## src/rtl/kwd_pkg.sv

```systemverilog
package kwd_pkg;
  localparam int KEY_W = 16;

  localparam logic [KEY_W-1:0] KEY_OPEN  = 16'h5555;
  localparam logic [KEY_W-1:0] KEY_KICK  = 16'hAAAA;
  localparam logic [KEY_W-1:0] KEY_START = 16'hCCCC;

  typedef enum logic [1:0] {
    SEL_KEY  = 2'd0,
    SEL_PRE  = 2'd1,
    SEL_RLD  = 2'd2,
    SEL_STAT = 2'd3
  } reg_sel_e;
endpackage

```

## src/rtl/kwd_shadow_reg.sv

```systemverilog
// Pending/committed register pair with a fixed-length transfer window.
module kwd_shadow_reg #(
  parameter int         W           = 12,
  parameter logic [W-1:0] RST_VAL   = '0,
  parameter int         SYNC_CYCLES = 5
) (
  input  logic         clk,
  input  logic         rst,
  input  logic         wr_en,
  input  logic [W-1:0] wdata,
  output logic [W-1:0] value,
  output logic         busy
);
  localparam int BW = $clog2(SYNC_CYCLES + 1);

  logic [W-1:0]  pend_q;
  logic [W-1:0]  eff_q;
  logic [BW-1:0] cnt_q;

  assign busy  = (cnt_q != '0);
  assign value = eff_q;

  always_ff @(posedge clk) begin
    if (rst) begin
      pend_q <= RST_VAL;
      eff_q  <= RST_VAL;
      cnt_q  <= '0;
    end else if (wr_en && !busy) begin
      pend_q <= wdata;
      cnt_q  <= BW'(SYNC_CYCLES);
    end else if (busy) begin
      cnt_q <= cnt_q - 1'b1;
      if (cnt_q == BW'(1)) eff_q <= pend_q;
    end
  end


  busy_rise_needs_write_chk: assert property (@(posedge clk) disable iff (rst)
    $rose(busy) |-> $past(wr_en));

  busy_write_dropped_chk: assert property (@(posedge clk) disable iff (rst)
    (wr_en && busy) |=> $stable(pend_q));

  commit_on_clear_chk: assert property (@(posedge clk) disable iff (rst)
    $fell(busy) |-> (eff_q == pend_q));

  no_early_commit_chk: assert property (@(posedge clk) disable iff (rst)
    (busy && cnt_q != BW'(1)) |=> $stable(eff_q));
endmodule

```

## src/rtl/kwd_regs.sv

```systemverilog
// Bus decode, key commands, write protection and read mux.
module kwd_regs
  import kwd_pkg::*;
#(
  parameter int ADDR_W      = 4,
  parameter int DATA_W      = 32,
  parameter int PR_W        = 3,
  parameter int CNT_W       = 12,
  parameter int SYNC_CYCLES = 5
) (
  input  logic              clk,
  input  logic              rst,
  input  logic [ADDR_W-1:0] bus_addr,
  input  logic              bus_wr,
  input  logic              bus_rd,
  input  logic [DATA_W-1:0] bus_wdata,
  output logic [DATA_W-1:0] bus_rdata,
  output logic [PR_W-1:0]   pr_code,
  output logic [CNT_W-1:0]  reload_val,
  output logic              start_cmd,
  output logic              kick_cmd
);
  reg_sel_e         sel;
  logic [KEY_W-1:0] key;
  logic             key_wr;
  logic             open_q;
  logic             pr_busy;
  logic             rl_busy;
  logic             pr_wr;
  logic             rl_wr;
  logic [DATA_W-1:0] rd_mux;

  assign sel       = reg_sel_e'(bus_addr[3:2]);
  assign key       = bus_wdata[KEY_W-1:0];
  assign key_wr    = bus_wr && (sel == SEL_KEY);
  assign start_cmd = key_wr && (key == KEY_START);
  assign kick_cmd  = key_wr && (key == KEY_KICK);
  assign pr_wr     = bus_wr && (sel == SEL_PRE) && open_q;
  assign rl_wr     = bus_wr && (sel == SEL_RLD) && open_q;

  always_ff @(posedge clk) begin
    if (rst)         open_q <= 1'b0;
    else if (key_wr) open_q <= (key == KEY_OPEN);
  end

  kwd_shadow_reg #(
    .W(PR_W), .RST_VAL('0), .SYNC_CYCLES(SYNC_CYCLES)
  ) u_pre (
    .clk(clk), .rst(rst), .wr_en(pr_wr), .wdata(bus_wdata[PR_W-1:0]),
    .value(pr_code), .busy(pr_busy)
  );

  kwd_shadow_reg #(
    .W(CNT_W), .RST_VAL('1), .SYNC_CYCLES(SYNC_CYCLES)
  ) u_rld (
    .clk(clk), .rst(rst), .wr_en(rl_wr), .wdata(bus_wdata[CNT_W-1:0]),
    .value(reload_val), .busy(rl_busy)
  );

  always_comb begin
    rd_mux = '0;
    case (sel)
      SEL_PRE:  rd_mux = DATA_W'(pr_code);
      SEL_RLD:  rd_mux = DATA_W'(reload_val);
      SEL_STAT: rd_mux = DATA_W'({rl_busy, pr_busy});
      default:  rd_mux = '0;
    endcase
  end

  always_ff @(posedge clk) begin
    if (rst)         bus_rdata <= '0;
    else if (bus_rd) bus_rdata <= rd_mux;
  end


  open_needs_key_chk: assert property (@(posedge clk) disable iff (rst)
    $rose(open_q) |-> $past(key_wr && key == KEY_OPEN));

  closed_pre_write_chk: assert property (@(posedge clk) disable iff (rst)
    (bus_wr && sel == SEL_PRE && !open_q && !pr_busy) |=> !pr_busy);

  closed_rld_write_chk: assert property (@(posedge clk) disable iff (rst)
    (bus_wr && sel == SEL_RLD && !open_q && !rl_busy) |=> !rl_busy);
endmodule

```

## src/rtl/kwd_prescaler.sv

```systemverilog
// Divides the clock into a tick enable; ratio = 2^(MIN_SHIFT+code), capped.
module kwd_prescaler #(
  parameter int PR_W      = 3,
  parameter int MIN_SHIFT = 2,
  parameter int MAX_SHIFT = 8
) (
  input  logic            clk,
  input  logic            rst,
  input  logic            run,
  input  logic            clear,
  input  logic [PR_W-1:0] code,
  output logic            tick
);
  localparam int DIV_W = MAX_SHIFT;

  logic [DIV_W-1:0] div_q;
  logic [DIV_W-1:0] mask;

  always_comb begin
    if (MIN_SHIFT + int'(code) >= MAX_SHIFT)
      mask = '1;
    else
      mask = DIV_W'((64'd1 << (MIN_SHIFT + int'(code))) - 64'd1);
  end

  // >= keeps the divider bounded if the code shrinks mid-count
  assign tick = run && !clear && (div_q >= mask);

  always_ff @(posedge clk) begin
    if (rst || clear || !run) div_q <= '0;
    else if (tick)            div_q <= '0;
    else                      div_q <= div_q + 1'b1;
  end


  tick_only_running_chk: assert property (@(posedge clk) disable iff (rst)
    tick |-> run);

  clear_restarts_div_chk: assert property (@(posedge clk) disable iff (rst)
    clear |=> (div_q == '0));
endmodule

```

## src/rtl/kwd_counter.sv

```systemverilog
// Down-counter with run latch and timeout pulse.
module kwd_counter #(
  parameter int CNT_W = 12
) (
  input  logic             clk,
  input  logic             rst,
  input  logic             start,
  input  logic             kick,
  input  logic             tick,
  input  logic [CNT_W-1:0] reload_val,
  output logic             running,
  output logic             rst_req
);
  logic [CNT_W-1:0] cnt_q;

  always_ff @(posedge clk) begin
    if (rst) begin
      cnt_q   <= '1;
      running <= 1'b0;
      rst_req <= 1'b0;
    end else begin
      rst_req <= 1'b0;
      if (start) running <= 1'b1;
      if (start || kick) begin
        cnt_q <= reload_val;
      end else if (running && tick) begin
        if (cnt_q == '0) begin
          rst_req <= 1'b1;
          cnt_q   <= reload_val;
        end else begin
          cnt_q <= cnt_q - 1'b1;
        end
      end
    end
  end


  never_stops_chk: assert property (@(posedge clk) disable iff (rst)
    running |=> running);

  single_pulse_chk: assert property (@(posedge clk) disable iff (rst)
    rst_req |=> !rst_req);

  idle_no_pulse_chk: assert property (@(posedge clk) disable iff (rst)
    !running |-> !rst_req);

  kick_no_pulse_chk: assert property (@(posedge clk) disable iff (rst)
    kick |=> !rst_req);

  pulse_after_tick_chk: assert property (@(posedge clk) disable iff (rst)
    rst_req |-> $past(tick));
endmodule

```

## src/rtl/keyed_watchdog.sv

```systemverilog
module keyed_watchdog #(
  parameter int ADDR_W      = 4,
  parameter int DATA_W      = 32,
  parameter int PR_W        = 3,
  parameter int CNT_W       = 12,
  parameter int SYNC_CYCLES = 5,
  parameter int MIN_SHIFT   = 2,
  parameter int MAX_SHIFT   = 8
) (
  input  logic              clk,
  input  logic              rst,
  input  logic [ADDR_W-1:0] bus_addr,
  input  logic              bus_wr,
  input  logic              bus_rd,
  input  logic [DATA_W-1:0] bus_wdata,
  output logic [DATA_W-1:0] bus_rdata,
  output logic              rst_req
);
  logic [PR_W-1:0]  pr_code;
  logic [CNT_W-1:0] reload_val;
  logic             start_cmd;
  logic             kick_cmd;
  logic             running;
  logic             tick;

  kwd_regs #(
    .ADDR_W(ADDR_W), .DATA_W(DATA_W), .PR_W(PR_W),
    .CNT_W(CNT_W), .SYNC_CYCLES(SYNC_CYCLES)
  ) u_regs (
    .clk(clk), .rst(rst), .bus_addr(bus_addr), .bus_wr(bus_wr),
    .bus_rd(bus_rd), .bus_wdata(bus_wdata), .bus_rdata(bus_rdata),
    .pr_code(pr_code), .reload_val(reload_val),
    .start_cmd(start_cmd), .kick_cmd(kick_cmd)
  );

  kwd_prescaler #(
    .PR_W(PR_W), .MIN_SHIFT(MIN_SHIFT), .MAX_SHIFT(MAX_SHIFT)
  ) u_pre (
    .clk(clk), .rst(rst), .run(running), .clear(start_cmd || kick_cmd),
    .code(pr_code), .tick(tick)
  );

  kwd_counter #(
    .CNT_W(CNT_W)
  ) u_cnt (
    .clk(clk), .rst(rst), .start(start_cmd), .kick(kick_cmd), .tick(tick),
    .reload_val(reload_val), .running(running), .rst_req(rst_req)
  );
endmodule

```

## config.mk

```make
export PLATFORM = sky130hd
export DESIGN_NAME = keyed_watchdog
export DESIGN_NICKNAME = d
export VERILOG_FILES = /design/src/rtl/kwd_pkg.sv /design/src/rtl/kwd_shadow_reg.sv /design/src/rtl/kwd_regs.sv /design/src/rtl/kwd_prescaler.sv /design/src/rtl/kwd_counter.sv /design/src/rtl/keyed_watchdog.sv
export SDC_FILE = /design/constraint.sdc
export NUM_CORES = 1
export LEC_CHECK = 0
export ABC_AREA = 1
export BUFFER_PORTS_ARGS = -buffer_cell sky130_fd_sc_hd__buf_2
export CAP_MARGIN = 40
export CORE_MARGIN = 2
export CORE_UTILIZATION = 60
export DETAILED_ROUTE_END_ITERATION = 8
export PLACE_DENSITY = 0.93
export SYNTH_ARGS = -nofsm -noshare
export SYNTH_HDL_FRONTEND = slang
export SYNTH_SLANG_ARGS = --single-unit
export TNS_END_PERCENT = 30
```

## constraint.sdc

```tcl
create_clock -name clk -period 4.2 [get_ports clk]
set_input_delay 0.42 -clock clk [delete_from_list [all_inputs] [get_ports clk]]
set_output_delay 0.42 -clock clk [all_outputs]
set_load 0.01 [all_outputs]
```

==> results.yml, run 1 <==
outcome:
  status: "finished, final reports clean"
sta:
  setup_tns_ns: 0
  slew_headroom_pct: 50.5
  period_share_pct: 83.2
  period_needed_ns: 3.50
  rsz0062_at_grt: "false"
  timing.fmax_mhz: 286
  hold_viol: 0
  worstMarginPinSlew_ns: 0.740
  final.setup.worst_slack_ns: 0.705
  drv_slew: 0
  skew_ns: 0.0144
  setup-violations-final: 0
synth:
  ys_seq_area_share_pct: 37.2
  netlist_instances: 525
  synth-edff-count: 0
  async_reset_ff_share_pct: 0
  yosysWarningCount: 0
  synth.avg_cell_area_um2: 7.27
  yosys.area.top_type: "dfxtp_1"
  ys.flop_type: "dfxtp_1"
  synth.area.top_cells: "dfxtp_1, nand2_1, nand3_1"
  yosys.area.top_type_share_pct: 37.2
  syn_area_um2: 3820
  netlist-cell-type-count: 39
  synth_seq_cells: 71
die:
  core-area_um2: 6240
  start_util_pct: 61.1
  dieWidth_um: 83.8
  ios: 73
  chipHeight_um: 83.8
  num_rows: 29
  dieArea_um2: 7010
critical_path:
  crit_fanout: 13
  path_cells: "inv_1 > ha_1 > inv_1 > nor3_1 > o21ai_0 > a21oi_1 > ha_1 > nand2_1 > a21oi_1 > nor3_1 > nand2_1 > nand2_1 > nand2_2 > nand3_1 > nand3_1"
  path_class: "flip-flop to flip-flop"
  crit_required_ns: 4.43
  critical_path.endpoint_type: "flip-flop"
  start_kind: "flip-flop"
  critPathMostFrequentCell: "nand2_1"
  arrival_ns: 3.72
  critPathMaxStageDelay_ns: 0.46
  crit_path_top_delay_cell: "nand2_1"
final_layout:
  area_growth_pct: 7.74
  num-fill-cells: 503
  antenna_cells: 0
  post-route-util_pct: 65.9
  layout.nets: 615
  drive_gt1_share_pct: 11.1
  finalInstanceArea_um2: 4110
route:
  drtAntennaViolNets: 0
  routed_via_density: 5.52
  vias: 3510
  drt_wl_total_mm: 8.44
  wl_per_cell_um: 13.3
  drt_iter0_drc: 324
  firstDrtPassIters: 5
  drc_errors: 0
clock_tree:
  cts_tree: "built"
  post_cts_buffers: 0
  root_buffer: "clkbuf_8"
  ctsHoldBuffers: 0
  cts_sinks: 71
  ctsLongestPathBuffers: 2
  htree_levels: 3
  ctsResizeCount: 0
  clk_latency_ns: 0.36
  path_clk_slew_ns: 0.08
  numCtsBuffers: 9
place:
  hpwl_mm: 6.00
  dpl_cell_area_um2: 3930
  port_buffers: 34
  routabilityCongestion: 0.832
  dp_slack_ns: 0.837
power:
  power_uw: 1790
  irDropWorstVdd_v: 0.000298
  p_per_area_nw_per_um2: 436
  p_leak_uw: 0.00209
grt:
  grt_pass1_vias: 3222
  grt_start_max_net_pins: 25
  grt_overflow_total: 0
  grt_antenna_before_repair: 0
  grt_usage_pct: 24.5
  grt_pass1_wl_mm: 14.0
run:
  drv_cap: 0
hold_path:
  min_path_type: "primary input to flip-flop"
state kept, by name, indices dropped and copies added, names as in the netlist:
register,cells
u_cnt.cnt_q,12
u_regs.u_rld.pend_q,12
u_regs.u_pre.cnt_q,3
u_regs.bus_rdata,12
u_regs.u_pre.value,3
u_regs.u_rld.cnt_q,3
u_cnt.rst_req,1
u_regs.u_pre.pend_q,3
u_cnt.running,1
u_regs.u_rld.value,12
u_pre.div_q,8
u_regs.open_q,1
final cells by class:
| cell class | count | area (um^2) | share of cell area, % |
|---|---|---|---|
| clock inverters | 5 | 40.0 | 0.974 |
| clock buffers | 11 | 141 | 3.44 |
| flip-flops and latches | 71 | 1420 | 34.6 |
| repair buffers | 35 | 178 | 4.32 |
| inverters | 71 | 267 | 6.48 |
| well taps | 77 | 96.3 | 2.34 |
| multi-input cells | 366 | 1970 | 47.9 |
placed cells by master (no fill, tap or decap), types with 2 or more instances in the layout:
cell type	count
clkbuf_8	10
nand2_1	100
o221ai_1	3
nor4_1	2
inv_1	69
xnor2_1	9
xor2_1	4
nor3_1	10
buf_2	34
dfxtp_1	71
ha_1	21
nor3b_1	4
a21oi_1	36
inv_6	2
conb_1	21
o31ai_1	2
nand4_1	2
nand3_1	62
nor2_2	2
o211ai_1	9
nor2_1	31
a211oi_1	2
nor3_2	2
o21ai_0	32
clkinv_4	2
stage by stage:
| stage | instances | hold slack, ns |
|---|---|---|
| 5_1_grt | 636 | 0.301 |
| 3_5_place_dp | 620 | 0.462 |
| 6_report | 636 | 0.293 |
| 4_1_cts | 636 | 0.294 |
| 2_1_floorplan | 545 | 0.437 |
| 3_3_place_gp | 620 | 0.450 |
logic make-up after synthesis:
logic type,count (synthesis),share of synthesized area (%)
flip-flops,71,37.2
XOR/XNOR,13,2.98
buffers and inverters,108,13.1
AO/OA/AOI/OAI,88,13.2
other,1,0.0983
AND/OR/NAND/NOR,223,26.5
adder cells (fa/ha/maj),21,6.89
final timing paths:
kind,from,endpoint,slack [ns],cells past startpoint
max reg2reg,u_regs.u_pre.value[1]$_SDFFE_PP0P_,u_cnt.cnt_q[6]$_SDFFE_PP1P_,0.70,15
min reg2reg,u_regs.u_rld.value[3]$_SDFFE_PP1P_,u_regs.bus_rdata[3]$_SDFFE_PP0P_,0.47,2
max,u_regs.u_pre.value[1]$_SDFFE_PP0P_,u_cnt.cnt_q[6]$_SDFFE_PP1P_,0.70,15
min,bus_wdata[10],u_regs.u_rld.pend_q[10]$_SDFFE_PP1P_,0.29,3
metal layers:
metal	wire (um)	global-route usage (%)	vias to the layer above
li1	-	-	1733
met1	3620	30.2	1605
met2	3980	40.8	148
met3	643	5.54	24
met4	193	11.0	0
met5	0	0	-
synth_stat cells, types with 2 or more instances:
cell and number:
a211oi_1 2, a21oi_1 36, buf_2 5, buf_4 20, buf_6 2, clkbuf_1 10
dfxtp_1 71, ha_1 21, inv_1 69, nand2_1 100, nand3_1 62, nand4_1 2
nor2_1 31, nor2_2 2, nor3_1 10, nor3_2 2, nor3b_1 4, nor4_1 2
o211ai_1 9, o21ai_0 32, o221ai_1 3, o31ai_1 2, xnor2_1 9, xor2_1 4
worst max-delay path, delay by kind of cell (launching register included):
| family | cells | cell delay [ns] |
|---|---|---|
| AOI/OAI and AO/OA | 3 | 0.32 |
| buffers and inverters | 2 | 0.25 |
| adders and majority gates | 2 | 0.62 |
| and+or+nand+nor | 8 | 1.72 |
| DFF | 1 | 0.44 |
power by group:
| part | internal, uW | switching, uW | total [uW] |
|---|---|---|---|
| sequential | 756 | 50.4 | 806 |
| clock | 236 | 274 | 509 |
| combinational | 165 | 311 | 476 |
| total | 1160 | 635 | 1790 |
No activity file was read; power rests on OpenSTA's default activity.
==> run 2, diff against run 1 <==
CORE_UTILIZATION = 50   (was 60)
PLACE_DENSITY = 0.83   (was 0.93)
clock period = 3.07 ns   (was 4.2 ns; I/O delays follow)
==> run 2 against run 1 <==
Combinational power up 36%. Via count down 1.2%. Largest cell class unchanged. Wire length down 5.0%. Maximum frequency up 28%. Critical endpoint is now u_cnt.cnt_q[0]$_SDFFE_PP1P_. Worst hold slack worse by 0.091 ns.
==> results.yml, run 2 (same netlist as run 1, synthesis figures left out) <==
critical_path:
  path_class: "flip-flop to flip-flop"
  reg2reg_from: "u_regs.u_pre.value[1]$_SDFFE_PP0P_"
  arrival_ns: 2.96
  crit_required_ns: 3.29
  critical_path.endpoint_type: "flip-flop"
  reg2reg_depth: 14
  rr_endpoint: "u_cnt.cnt_q[0]$_SDFFE_PP1P_"
  rrSetupSlack_ns: 0.33
  crit_fanout: 12
  start_kind: "flip-flop"
sta:
  period_share_pct: 89.3
  timing.fmax_mhz: 365
  skew_ns: 0.00862
  drv_slew: 0
  setup_tns_ns: 0
  whs_ns: 0.201
  worstMarginPinSlew_ns: 0.772
  hold_viol: 0
  period_needed_ns: 2.74
  setup-violations-final: 0
  slew_headroom_pct: 48.3
  rsz0062_at_grt: "false"
clock_tree:
  clk_latency_ns: 0.34
  ctsLongestPathBuffers: 2
  ctsHoldBuffers: 0
  htree_levels: 3
  numCtsBuffers: 9
  ctsResizeCount: 0
  root_buffer: "clkbuf_8"
  post_cts_buffers: 0
  path_clk_slew_ns: 0.08
  cts_sinks: 71
  cts_tree: "built"
die:
  chipHeight_um: 91.4
  dieArea_um2: 8350
  ios: 73
  core-area_um2: 7330
  num_rows: 31
  start_util_pct: 52.1
  dieWidth_um: 91.4
grt:
  grt_pass1_vias: 3176
  grt_pass1_wl_mm: 14.1
  grt_start_max_net_pins: 25
  grt_overflow_total: 0
  grt_antenna_before_repair: 0
  grt_usage_pct: 20.7
final_layout:
  layout_commonest_cell: "nand2_1"
  layout_common_cells: "nand2_1, dfxtp_1, inv_1"
  antenna_cells: 0
  drive_gt1_share_pct: 11.6
  area_growth_pct: 9.08
  post-route-util_pct: 56.8
  layout.nets: 618
power:
  power_uw: 2430
  irDropWorstVdd_v: 0.000246
  p_per_area_nw_per_um2: 584
  p_leak_uw: 0.00210
hold_path:
  holdPathEnd: "u_regs.u_rld.pend_q[10]$_SDFFE_PP1P_"
  min_path_cells: 3
  min_from: "bus_wdata[10]"
  min_path_type: "primary input to flip-flop"
route:
  firstDrtPassIters: 4
  wl_per_cell_um: 12.1
  vias: 3467
  drtAntennaViolNets: 0
  routed_via_density: 5.25
  drc_errors: 0
  drt_wl_total_mm: 8.01
  drt_iter0_drc: 239
outcome:
  status: "finished, final reports clean"
place:
  port_buffers: 34
  routabilityCongestion: 0.847
  hpwl_mm: 6.00
run:
  drv_cap: 0
[run 2: power breakdown]
| group | switching [uW] | internal [uW] | leakage [uW] |
|---|---|---|---|
| clock network | 332 | 352 | 0.0000942 |
| logic | 418 | 228 | 0.00143 |
| registers | 65.5 | 1030 | 0.000579 |
[run 2: worst max-delay path, cell delays in order, from the launching register on]
cell,delay [ns]
dfxtp_1,0.42
inv_1,0.16
ha_1,0.37
o31ai_1,0.31
o21ai_0,0.11
a21oi_1,0.14
ha_1,0.25
nand2_1,0.09
a21oi_1,0.05
nor3_1,0.13
nand2_1,0.09
nand2_1,0.11
nand2_2,0.17
nand3_1,0.16
nand3_1,0.07
[run 2: area by class of cell]
cell class	count	area (um^2)
clock buffers	12	165
clock inverters	3	17.5
fillers	677	3170
inverters	71	267
multi-input cells	366	1970
flip-flops and latches	71	1420
well taps	99	124
repair buffers	38	200
[run 2: worst max-delay path by stage]
stage	startpoint	to	slack [ns]	depth (start not counted)
floorplan	u_regs.u_pre.value[1]$_SDFFE_PP0P_	u_cnt.cnt_q[10]$_SDFFE_PP1P_	0.49	15
global route	u_regs.u_pre.value[1]$_SDFFE_PP0P_	u_cnt.cnt_q[11]$_SDFFE_PP1P_	0.05	16
CTS	u_regs.u_pre.value[1]$_SDFFE_PP0P_	u_cnt.cnt_q[4]$_SDFFE_PP1P_	0.35	14
global placement	u_regs.u_pre.value[1]$_SDFFE_PP0P_	u_cnt.cnt_q[10]$_SDFFE_PP1P_	0.44	14
detailed placement	u_regs.u_pre.value[1]$_SDFFE_PP0P_	u_cnt.cnt_q[9]$_SDFFE_PP1P_	0.37	14
finish	u_regs.u_pre.value[1]$_SDFFE_PP0P_	u_cnt.cnt_q[0]$_SDFFE_PP1P_	0.33	14
[run 2: per-stage QoR]
step | cells | setup WS, ns | cell area, um^2
global placement | 645 | 0.439 | 3980
floorplan | 545 | 0.487 | 3890
finish | 660 | 0.330 | 4160
detailed placement | 645 | 0.372 | 3980
CTS | 660 | 0.352 | 4160
global route | 660 | 0.0529 | 4160
[run 2: metal layers]
layer	track usage, %	vias to the layer above	routed length (um)
met5	0	-	0
li1	-	1748	-
met3	3.15	10	423
met2	33.6	114	3740
met1	27.6	1595	3740
met4	8.21	0	115
==> run 3, diff against run 2 <==
CORE_UTILIZATION = 60   (was 50)
PLACE_DENSITY = 0.93   (was 0.83)
clock period = 3.2 ns   (was 3.07 ns; I/O delays follow)
==> run 3 against run 2 <==
Critical path depth grew 1. Largest power group unchanged. Highest routed layer unchanged. Wire length grew 5.6%. Sequential power decreased by 4%. Non-clock buffer count decreased by 1. Worst hold slack better by 0.013 ns. Global-route usage up 3.9 points. Clock skew up 0.0018 ns. Largest cell class unchanged. Critical path type unchanged. Final area down 0.30%.
==> results.yml, run 3 (same netlist as run 1, synthesis figures left out) <==
power:
  irDropWorstVdd_v: 0.000333
  p_int_uw: 1650
  p_per_area_nw_per_um2: 589
  p_leak_uw: 0.00211
  swShare_pct: 32.6
  pwr-share-clk_pct: 31.0
  power_switching_uw: 796
  sequentialPowerShare_pct: 43.4
  combPwrFrac_pct: 25.6
clock_tree:
  cts_sinks: 71
  cts_tree: "built"
  root_buffer: "clkbuf_8"
  ctsHoldBuffers: 0
  numCtsBuffers: 9
  htree_levels: 3
  clk_latency_ns: 0.34
  path_clk_slew_ns: 0.08
  ctsLongestPathBuffers: 2
  post_cts_buffers: 0
  ctsResizeCount: 0
route:
  drc_errors: 0
  drt_iter0_drc: 260
  drtAntennaViolNets: 0
  routed_via_density: 5.47
  wl_per_cell_um: 13.3
  vias: 3491
  drt_wl_total_mm: 8.46
  firstDrtPassIters: 5
die:
  num_rows: 29
  start_util_pct: 61.1
  core-area_um2: 6240
  chipHeight_um: 83.8
  dieArea_um2: 7010
  ios: 73
  dieWidth_um: 83.8
final_layout:
  antenna_cells: 0
  area_growth_pct: 8.75
  post-route-util_pct: 66.5
  layout_commonest_cell: "nand2_1"
  layout.nets: 617
  layout_common_cells: "nand2_1, dfxtp_1, inv_1"
  drive_gt1_share_pct: 11.1
  num-fill-cells: 525
  finalInstanceArea_um2: 4150
critical_path:
  crit_required_ns: 3.41
  rr_endpoint: "u_cnt.cnt_q[0]$_SDFFE_PP1P_"
  reg2reg_from: "u_regs.u_pre.value[1]$_SDFFE_PP0P_"
  crit_fanout: 12
  critical_path.endpoint_type: "flip-flop"
  path_class: "flip-flop to flip-flop"
  start_kind: "flip-flop"
  rrSetupSlack_ns: 0.38
  reg2reg_depth: 15
  arrival_ns: 3.02
sta:
  rsz0062_at_grt: "false"
  period_share_pct: 88.0
  timing.fmax_mhz: 355
  whs_ns: 0.215
  setup-violations-final: 0
  final.setup.worst_slack_ns: 0.384
  period_needed_ns: 2.82
  slew_headroom_pct: 47.3
  drv_slew: 0
  worstMarginPinSlew_ns: 0.788
  hold_viol: 0
  skew_ns: 0.0104
  setup_tns_ns: 0
grt:
  grt_antenna_before_repair: 0
  grt_pass1_wl_mm: 14.2
  grt_overflow_total: 0
  grt_usage_pct: 24.6
  grt_start_max_net_pins: 30
  grt_pass1_vias: 3180
hold_path:
  min_path_type: "primary input to flip-flop"
  holdPathEnd: "u_regs.u_rld.pend_q[10]$_SDFFE_PP1P_"
  min_path_cells: 3
  min_from: "bus_wdata[10]"
place:
  hpwl_mm: 6.27
  dp_slack_ns: 0.443
  dpl_cell_area_um2: 3950
  routabilityCongestion: 0.881
  port_buffers: 34
outcome:
  status: "finished, final reports clean"
run:
  drv_cap: 0
## run 3: through the flow
stage	power [uW]	cells
2_1_floorplan	1540	545
3_3_place_gp	1640	622
3_5_place_dp	1690	622
4_1_cts	2440	638
5_1_grt	2600	638
6_report	2440	638
## run 3: final cells by class
cell class                      instances  area [um^2]  area share (%)
Tap cell                               77         96.3            2.32
Clock buffer                           12          135            3.26
Sequential cell                        71         1420            34.2
Clock inverter                          4         70.1            1.69
Multi-Input combinational cell        366         1970            47.4
Timing Repair Buffer                   37          193            4.64
Inverter                               71          267            6.42
## run 3: power groups by stage
stage          sequential (uW)  clock [uW]  combinational (uW)
2_1_floorplan             1060           0                 479
3_3_place_gp              1070           0                 568
3_5_place_dp              1080           0                 615
4_1_cts                   1060         765                 620
5_1_grt                   1070         797                 732
6_report                  1060         758                 625
## run 3: worst max path at each step
stage	from	end	slack, ns	cells past startpoint
floorplan	u_regs.u_pre.value[1]$_SDFFE_PP0P_	u_cnt.cnt_q[10]$_SDFFE_PP1P_	0.62	15
global placement	u_regs.u_pre.value[1]$_SDFFE_PP0P_	u_cnt.cnt_q[3]$_SDFFE_PP1P_	0.55	14
detailed placement	u_regs.u_pre.value[1]$_SDFFE_PP0P_	u_cnt.cnt_q[10]$_SDFFE_PP1P_	0.44	14
CTS	u_regs.u_pre.value[1]$_SDFFE_PP0P_	u_cnt.cnt_q[0]$_SDFFE_PP1P_	0.43	14
global route	u_regs.u_pre.value[1]$_SDFFE_PP0P_	u_cnt.cnt_q[10]$_SDFFE_PP1P_	0.13	15
finish	u_regs.u_pre.value[1]$_SDFFE_PP0P_	u_cnt.cnt_q[0]$_SDFFE_PP1P_	0.38	15
## run 3: layer usage
layer | GRT usage [%] | part of all wire [%] | wire, um
met1 | 30.9 | 45 | 3780
met2 | 42.5 | 48 | 4100
met3 | 3.26 | 5.1 | 434
met4 | 10.1 | 1.7 | 146
met5 | 0 | 0 | 0
## run 3: critical path, cell delays in order, from the launching register on
cell     delay [ns]
dfxtp_1        0.44
inv_1          0.17
ha_1           0.38
inv_1          0.07
nor3_1         0.21
o21ai_0        0.13
a21oi_1        0.16
ha_1           0.25
nand2_1        0.07
a21oi_1        0.04
nor3_1         0.13
nand2_1        0.10
nand2_1        0.11
nand2_2        0.18
nand3_1        0.16
nand3_1        0.08
